$ cat src/rtl/xfer_pkg.sv
package xfer_pkg;
  typedef enum logic [1:0] {
    XM_INC_AFTER  = 2'd0,
    XM_INC_BEFORE = 2'd1,
    XM_DEC_AFTER  = 2'd2,
    XM_DEC_BEFORE = 2'd3
  } xfer_mode_e;

  typedef enum logic {
    ST_IDLE = 1'b0,
    ST_RUN  = 1'b1
  } xfer_state_e;

  localparam int unsigned WORD_BYTES = 4;
endpackage

$ cat src/rtl/xfer_popcnt.sv
module xfer_popcnt #(
  parameter int unsigned W  = 16,
  parameter int unsigned CW = $clog2(W + 1)
) (
  input  logic [W-1:0]  vec_i,
  output logic [CW-1:0] cnt_o
);
  always_comb begin
    cnt_o = '0;
    for (int i = 0; i < W; i++) begin
      cnt_o = cnt_o + CW'(vec_i[i]);
    end
  end
endmodule

$ cat src/rtl/xfer_lowbit.sv
module xfer_lowbit #(
  parameter int unsigned W  = 16,
  parameter int unsigned IW = (W > 1) ? $clog2(W) : 1
) (
  input  logic [W-1:0]  vec_i,
  output logic [IW-1:0] idx_o,
  output logic          any_o
);
  always_comb begin
    idx_o = '0;
    for (int i = W - 1; i >= 0; i--) begin
      if (vec_i[i]) idx_o = IW'(i);
    end
  end

  assign any_o = |vec_i;
endmodule

$ cat src/rtl/xfer_span.sv
module xfer_span
  import xfer_pkg::*;
#(
  parameter int unsigned AW = 32,
  parameter int unsigned CW = 5
) (
  input  logic [AW-1:0] base_i,
  input  logic [CW-1:0] cnt_i,
  input  xfer_mode_e    mode_i,
  output logic [AW-1:0] low_addr_o,
  output logic [AW-1:0] new_base_o
);
  localparam logic [AW-1:0] STEP = AW'(WORD_BYTES);

  logic [AW-1:0] span;
  logic [AW-1:0] above;
  logic [AW-1:0] below;

  assign span  = AW'(cnt_i) << 2;
  assign above = base_i + span;
  assign below = base_i - span;

  always_comb begin
    unique case (mode_i)
      XM_INC_AFTER: begin
        low_addr_o = base_i;
        new_base_o = above;
      end
      XM_INC_BEFORE: begin
        low_addr_o = base_i + STEP;
        new_base_o = above;
      end
      XM_DEC_AFTER: begin
        low_addr_o = below + STEP;
        new_base_o = below;
      end
      default: begin
        low_addr_o = below;
        new_base_o = below;
      end
    endcase
  end
endmodule

$ cat src/rtl/xfer_seq.sv
module xfer_seq
  import xfer_pkg::*;
#(
  parameter int unsigned AW   = 32,
  parameter int unsigned NREG = 16,
  localparam int unsigned IW  = (NREG > 1) ? $clog2(NREG) : 1,
  localparam int unsigned CW  = $clog2(NREG + 1)
) (
  input  logic            clk,
  input  logic            rst_n,
  input  logic            start_i,
  input  logic [AW-1:0]   base_i,
  input  logic [NREG-1:0] reglist_i,
  input  logic [1:0]      mode_i,
  input  logic            wb_en_i,
  output logic            mem_req_o,
  output logic [AW-1:0]   mem_addr_o,
  input  logic            mem_rdy_i,
  output logic [IW-1:0]   reg_idx_o,
  output logic            busy_o,
  output logic            done_o,
  output logic            wb_we_o,
  output logic [AW-1:0]   wb_base_o,
  output logic            align_err_o
);
  localparam logic [AW-1:0] STEP = AW'(WORD_BYTES);

  xfer_state_e     state_q, state_d;
  logic [AW-1:0]   addr_q, addr_d;
  logic [NREG-1:0] pend_q, pend_d;
  logic [AW-1:0]   wbv_q, wbv_d;
  logic            wben_q, wben_d;
  logic            done_q, done_d;
  logic            err_q, err_d;

  logic [CW-1:0]   cnt;
  logic [AW-1:0]   low_addr;
  logic [AW-1:0]   new_base;
  logic [IW-1:0]   cur_idx;
  logic            pend_any;
  logic [NREG-1:0] pend_left;
  logic            accept;
  logic            misaligned;

  xfer_popcnt #(.W(NREG), .CW(CW)) u_cnt (
    .vec_i (reglist_i),
    .cnt_o (cnt)
  );

  xfer_span #(.AW(AW), .CW(CW)) u_span (
    .base_i     (base_i),
    .cnt_i      (cnt),
    .mode_i     (xfer_mode_e'(mode_i)),
    .low_addr_o (low_addr),
    .new_base_o (new_base)
  );

  xfer_lowbit #(.W(NREG), .IW(IW)) u_pick (
    .vec_i (pend_q),
    .idx_o (cur_idx),
    .any_o (pend_any)
  );

  assign accept     = (state_q == ST_IDLE) && start_i;
  assign misaligned = |base_i[1:0];
  assign pend_left  = pend_q & ~(NREG'(1) << cur_idx);

  always_comb begin
    state_d = state_q;
    addr_d  = addr_q;
    pend_d  = pend_q;
    wbv_d   = wbv_q;
    wben_d  = wben_q;
    done_d  = 1'b0;
    err_d   = 1'b0;
    unique case (state_q)
      ST_IDLE: begin
        if (accept) begin
          if (misaligned) begin
            err_d = 1'b1;
          end else begin
            wbv_d  = new_base;
            wben_d = wb_en_i;
            if (cnt == '0) begin
              done_d = 1'b1;
            end else begin
              addr_d  = low_addr;
              pend_d  = reglist_i;
              state_d = ST_RUN;
            end
          end
        end
      end
      default: begin
        if (mem_rdy_i && pend_any) begin
          pend_d = pend_left;
          addr_d = addr_q + STEP;
          if (pend_left == '0) begin
            done_d  = 1'b1;
            state_d = ST_IDLE;
          end
        end
      end
    endcase
  end

  always_ff @(posedge clk or negedge rst_n) begin
    if (!rst_n) begin
      state_q <= ST_IDLE;
      addr_q  <= '0;
      pend_q  <= '0;
      wbv_q   <= '0;
      wben_q  <= 1'b0;
      done_q  <= 1'b0;
      err_q   <= 1'b0;
    end else begin
      state_q <= state_d;
      addr_q  <= addr_d;
      pend_q  <= pend_d;
      wbv_q   <= wbv_d;
      wben_q  <= wben_d;
      done_q  <= done_d;
      err_q   <= err_d;
    end
  end

  assign mem_req_o   = (state_q == ST_RUN);
  assign busy_o      = (state_q == ST_RUN);
  assign mem_addr_o  = addr_q;
  assign reg_idx_o   = cur_idx;
  assign done_o      = done_q;
  assign wb_we_o     = done_q & wben_q;
  assign wb_base_o   = wbv_q;
  assign align_err_o = err_q;
endmodule

$ cat config.mk
export PLATFORM = sky130hd
export DESIGN_NAME = xfer_seq
export DESIGN_NICKNAME = d
export VERILOG_FILES = /design/src/rtl/xfer_pkg.sv /design/src/rtl/xfer_popcnt.sv /design/src/rtl/xfer_lowbit.sv /design/src/rtl/xfer_span.sv /design/src/rtl/xfer_seq.sv
export SDC_FILE = /design/constraint.sdc
export NUM_CORES = 1
export LEC_CHECK = 0
export ABC_AREA = 1
export ABC_CLOCK_PERIOD_IN_PS = 2600
export BUFFER_PORTS_ARGS = -buffer_cell sky130_fd_sc_hd__buf_4
export CAP_MARGIN = 10
export CORE_MARGIN = 1
export CORE_UTILIZATION = 25
export DETAILED_ROUTE_END_ITERATION = 8
export HOLD_SLACK_MARGIN = 0.15
export PLACE_DENSITY_LB_ADDON = 0.3
export SETUP_SLACK_MARGIN = 0.1
export SLEW_MARGIN = 20
export SYNTH_ARGS = -nofsm -noshare
export SYNTH_HDL_FRONTEND = slang
export SYNTH_HIERARCHICAL = 1
export SYNTH_SLANG_ARGS = --single-unit
$ cat constraint.sdc
create_clock -name clk -period 2.6 [get_ports clk]
set_clock_uncertainty 0.1 [all_clocks]
set_input_delay 0 -clock clk [delete_from_list [all_inputs] [get_ports clk]]
set_output_delay 0 -clock clk [all_outputs]
set_load 0.01 [all_outputs]
==> impl_metrics.ini <==
[critical_path]
cp.buffers_inverters = 8
crit_arrival_ns = 5.52
cp-end-kind = flop
cp_data_required_time_ns = 2.78
cp_max_fo = 7
path_common_cell = inv_2
path_delay_family = adder cells
rrSetupSlack_ns = -0.10
slowest_delay_ns = 0.55
crit_path_start_kind = input port
critical_path_class = in -> reg
crit_path_top_delay_cell = fa_2

[yosys]
ys_seq_elements = 84
syn_avg_cell_area_um2 = 6.03
yosysUniqueCellTypes = 46
synth_fp_nets = 1796
synthArstFlopShare_pct = 100
synth_edf_count = 0
synth_flop_cell = dfrtp_1
synth_cells = 1708
syn_area_um2 = 10300
yosysWarnings = 6
ys_seq_area_share_pct = 20.4

[sta]
maxSlewViolCount = 0
fin_tns_setup_ns = -161.61
rsz0062_at_grt = true
finalCriticalPeriod_ns = 5.34
timing_hold_violations_final = 0
fmax_ghz = 0.187
worst_slew_pin_slew_ns = 0.869
period_share_pct = 206
setup_violations = 80
finalWorstSetupSlack_ns = -2.74
max_slew_margin_pct = 42.1

[min_path]
hp-class = in -> reg

[clock_network]
cts_sinks = 84
cts_hold_buf = 45
htree_levels = 3
cts_tree = done
clock_latency_ns = 0.39
cts_buffer_depth = 2
cts_buffers = 9
root_buffer = clkbuf_16
clk_pin_slew_ns = 0.08

[layout]
nNetsFinal = 2192
antenna_cells = 0
drive_gt1_share_pct = 37.1
syn2layout_area_growth_pct = 52.4
instances_no_fill = 2634
final_area_um2 = 15700

[power_and_ir_drop]
p_int_uw = 7560
p_clk_share_pct = 10.1
switchingPower_uw = 6900
power.density_nw_per_um2 = 921
switching_share_pct = 47.7
p_seq_share_pct = 17.9
leakage_uw = 0.00780
irDropWorstVdd_mv = 0.519
power_frac_comb_pct = 72.0
design_power_total_uw = 14500

[global_route]
grt_pass1_wl_um = 67200
first_global_vias = 12400
antenna_found_initial = 0
grt-ovfl-total = 0
grt_max_degree = 83
grt_usage_pct = 20.7

[routing]
ant_nets = 0
route.detailed.drc = 0
vias = 12700
dr.pass1.iters = 7
routedWlPerCell_um = 16.6
routed_via_density = 4.80
wirelength_um = 43700
first_iter_violations = 901

[floorplan]
fp.dieH_um = 205
die_w_um = 205
core_region_area_um2 = 40200
start_util_pct = 25.6
io_pins = 128
rows = 73
dieArea_um2 = 42000

[outcome]
violations = negative setup slack
outcome = complete, but fails checks

[placement]
hpwl_um = 33000
routabilityCongestion = 0.884
port-buffer-count = 127
dp_cells = 2501
placed_area_um2 = 13400

[job]
drv_cap = 0
## worst register-to-register path: stages (launching register included)
cell and delay (ns):
dfrtp_1 0.40, or2_1 0.17, nand3_1 0.08, nand3_1 0.07, nand3_1 0.08, nand3_1 0.09, a21oi_1 0.07, nor3_1 0.37
buf_4 0.23, nand3_1 0.07, o21ai_0 0.24, nand2_1 0.08, nor3_1 0.24, nand3_1 0.14, nand2_1 0.09, nand2_2 0.06
## logic make-up after synthesis
| kind of cell | synth area share [%] |
|---|---|
| AO/OA/AOI/OAI | 10.6 |
| XOR/XNOR | 2.64 |
| adder cells (fa/ha/maj) | 4.88 |
| buffers and inverters | 11.4 |
| flip-flops | 20.4 |
| multiplexers | 0.219 |
| AND/OR/NAND/NOR | 49.9 |
## synth_stat cells (15+ instances only)
library cell | number | area share (%)
nand2_1 | 579 | 21
nor2_1 | 169 | 6.2
inv_1 | 156 | 5.7
nand3_1 | 136 | 6.6
dfrtp_1 | 84 | 20
a21oi_1 | 73 | 3.5
o21ai_0 | 72 | 3.5
nand2_2 | 41 | 2.5
nand4_1 | 38 | 2.3
clkbuf_1 | 31 | 1.1
xor2_1 | 30 | 2.6
o21ai_1 | 25 | 1.2
inv_2 | 24 | 0.87
nor2_2 | 22 | 1.3
ha_1 | 21 | 2.6
nor2_4 | 20 | 2.2
nand3_2 | 19 | 1.8
nor3_1 | 18 | 0.87
buf_2 | 17 | 0.83
nand2_4 | 15 | 1.6
## cell usage in the layout (no fill, tap or decap), types with 5 or more instances in the layout
| master | synthesis | routed |
|---|---|---|
| inv_4 | 6 | 11 |
| nand3b_1 | 5 | 5 |
| dfrtp_1 | 84 | 83 |
| a31oi_1 | 6 | 6 |
| o21ai_1 | 25 | 36 |
| a21oi_2 | 5 | 20 |
| nand3_1 | 136 | 112 |
| and2_1 | 6 | 6 |
| inv_1 | 156 | 137 |
| nand3_4 | 3 | 9 |
| nor3_4 | 0 | 6 |
| nor2_2 | 22 | 24 |
| dlygate4sd3_1 | 0 | 45 |
| nor2_1 | 169 | 145 |
| xor2_1 | 30 | 30 |
| o21ai_2 | 0 | 25 |
| o21ai_0 | 72 | 34 |
| buf_12 | 0 | 7 |
| ha_1 | 21 | 14 |
| ha_4 | 0 | 6 |
| buf_4 | 10 | 366 |
| buf_6 | 14 | 39 |
| nand2_4 | 15 | 38 |
| nor2_4 | 20 | 42 |
| nand2_2 | 41 | 63 |
| nand2_1 | 579 | 534 |
| fa_1 | 12 | 8 |
| nand3_2 | 19 | 37 |
| a22oi_1 | 5 | 5 |
| clkbuf_16 | 0 | 9 |
| inv_2 | 24 | 34 |
| nor4_1 | 8 | 8 |
| a21oi_1 | 73 | 55 |
| nand4_1 | 38 | 38 |
| nor3_1 | 18 | 14 |
## cell type report
cell class	count	area, um^2
Tap cell	525	657
Timing Repair Buffer	461	3860
Clock buffer	9	225
Fill cell	4214	24500
Multi-Input combinational cell	1360	8020
Timing Repair inverter	1	8.76
Inverter	187	754
Sequential cell	84	2100
Clock inverter	7	73.8
## registers in the layout, indices dropped and copies added, names as in the netlist
register / flops
mem_addr_o: 32
wben_q: 1
done_o: 1
busy_o: 1
wb_base_o: 32
pend_q: 16
align_err_o: 1
## final timing paths
path / startpoint / to / depth (start not counted)
max reg2reg: pend_q[15]$_DFFE_PN0N_ / busy_o$_DFF_PN0_ / 15
min in group asynchronous: rst_n / wb_base_o[5]$_DFFE_PN0P_ / 2
max in group asynchronous: rst_n / wb_base_o[10]$_DFFE_PN0P_ / 3
max: reglist_i[3] / mem_addr_o[20]$_DFFE_PN0N_ / 32
min: base_i[2] / wb_base_o[2]$_DFFE_PN0P_ / 7
min reg2reg: wb_base_o[7]$_DFFE_PN0P_ / wb_base_o[7]$_DFFE_PN0P_ / 2
## routing by layer
layer,GRT usage [%],vias up,wire length (um)
met5,0,-,0
met4,7.88,0,1390
met3,2.45,63,1820
met2,36.3,368,21600
met1,25.8,6000,18900
li1,-,6225,-
## stage by stage
stage / setup slack (ns) / utilization, % / hold WS [ns]
2_1_floorplan: -2.56 / - / -0.396
3_3_place_gp: -3.40 / 33.3 / 0.0412
3_5_place_dp: -3.38 / 33.3 / 0.0516
4_1_cts: -2.68 / 37.8 / 0.0971
5_1_grt: -3.00 / 39.1 / 0.125
6_report: -2.74 / 39.1 / 0.0952
## repair_timing
action,in CTS,in global routing
resized for setup,163,104
setup buffers,47,32
pin swaps,91,107
endpoints found under the setup margin,80,80
cloned,4,0
endpoints found under the hold margin,101,2
## power groups by stage
stage | Clock [uW] | Sequential [uW] | Combinational (uW)
floorplan | 0 | 2650 | 4970
global placement | 0 | 2590 | 8620
detailed placement | 0 | 2600 | 8680
CTS | 1500 | 2590 | 9920
global route | 1530 | 2700 | 11400
finish | 1460 | 2590 | 10400
(Power assumes the default switching activity.)
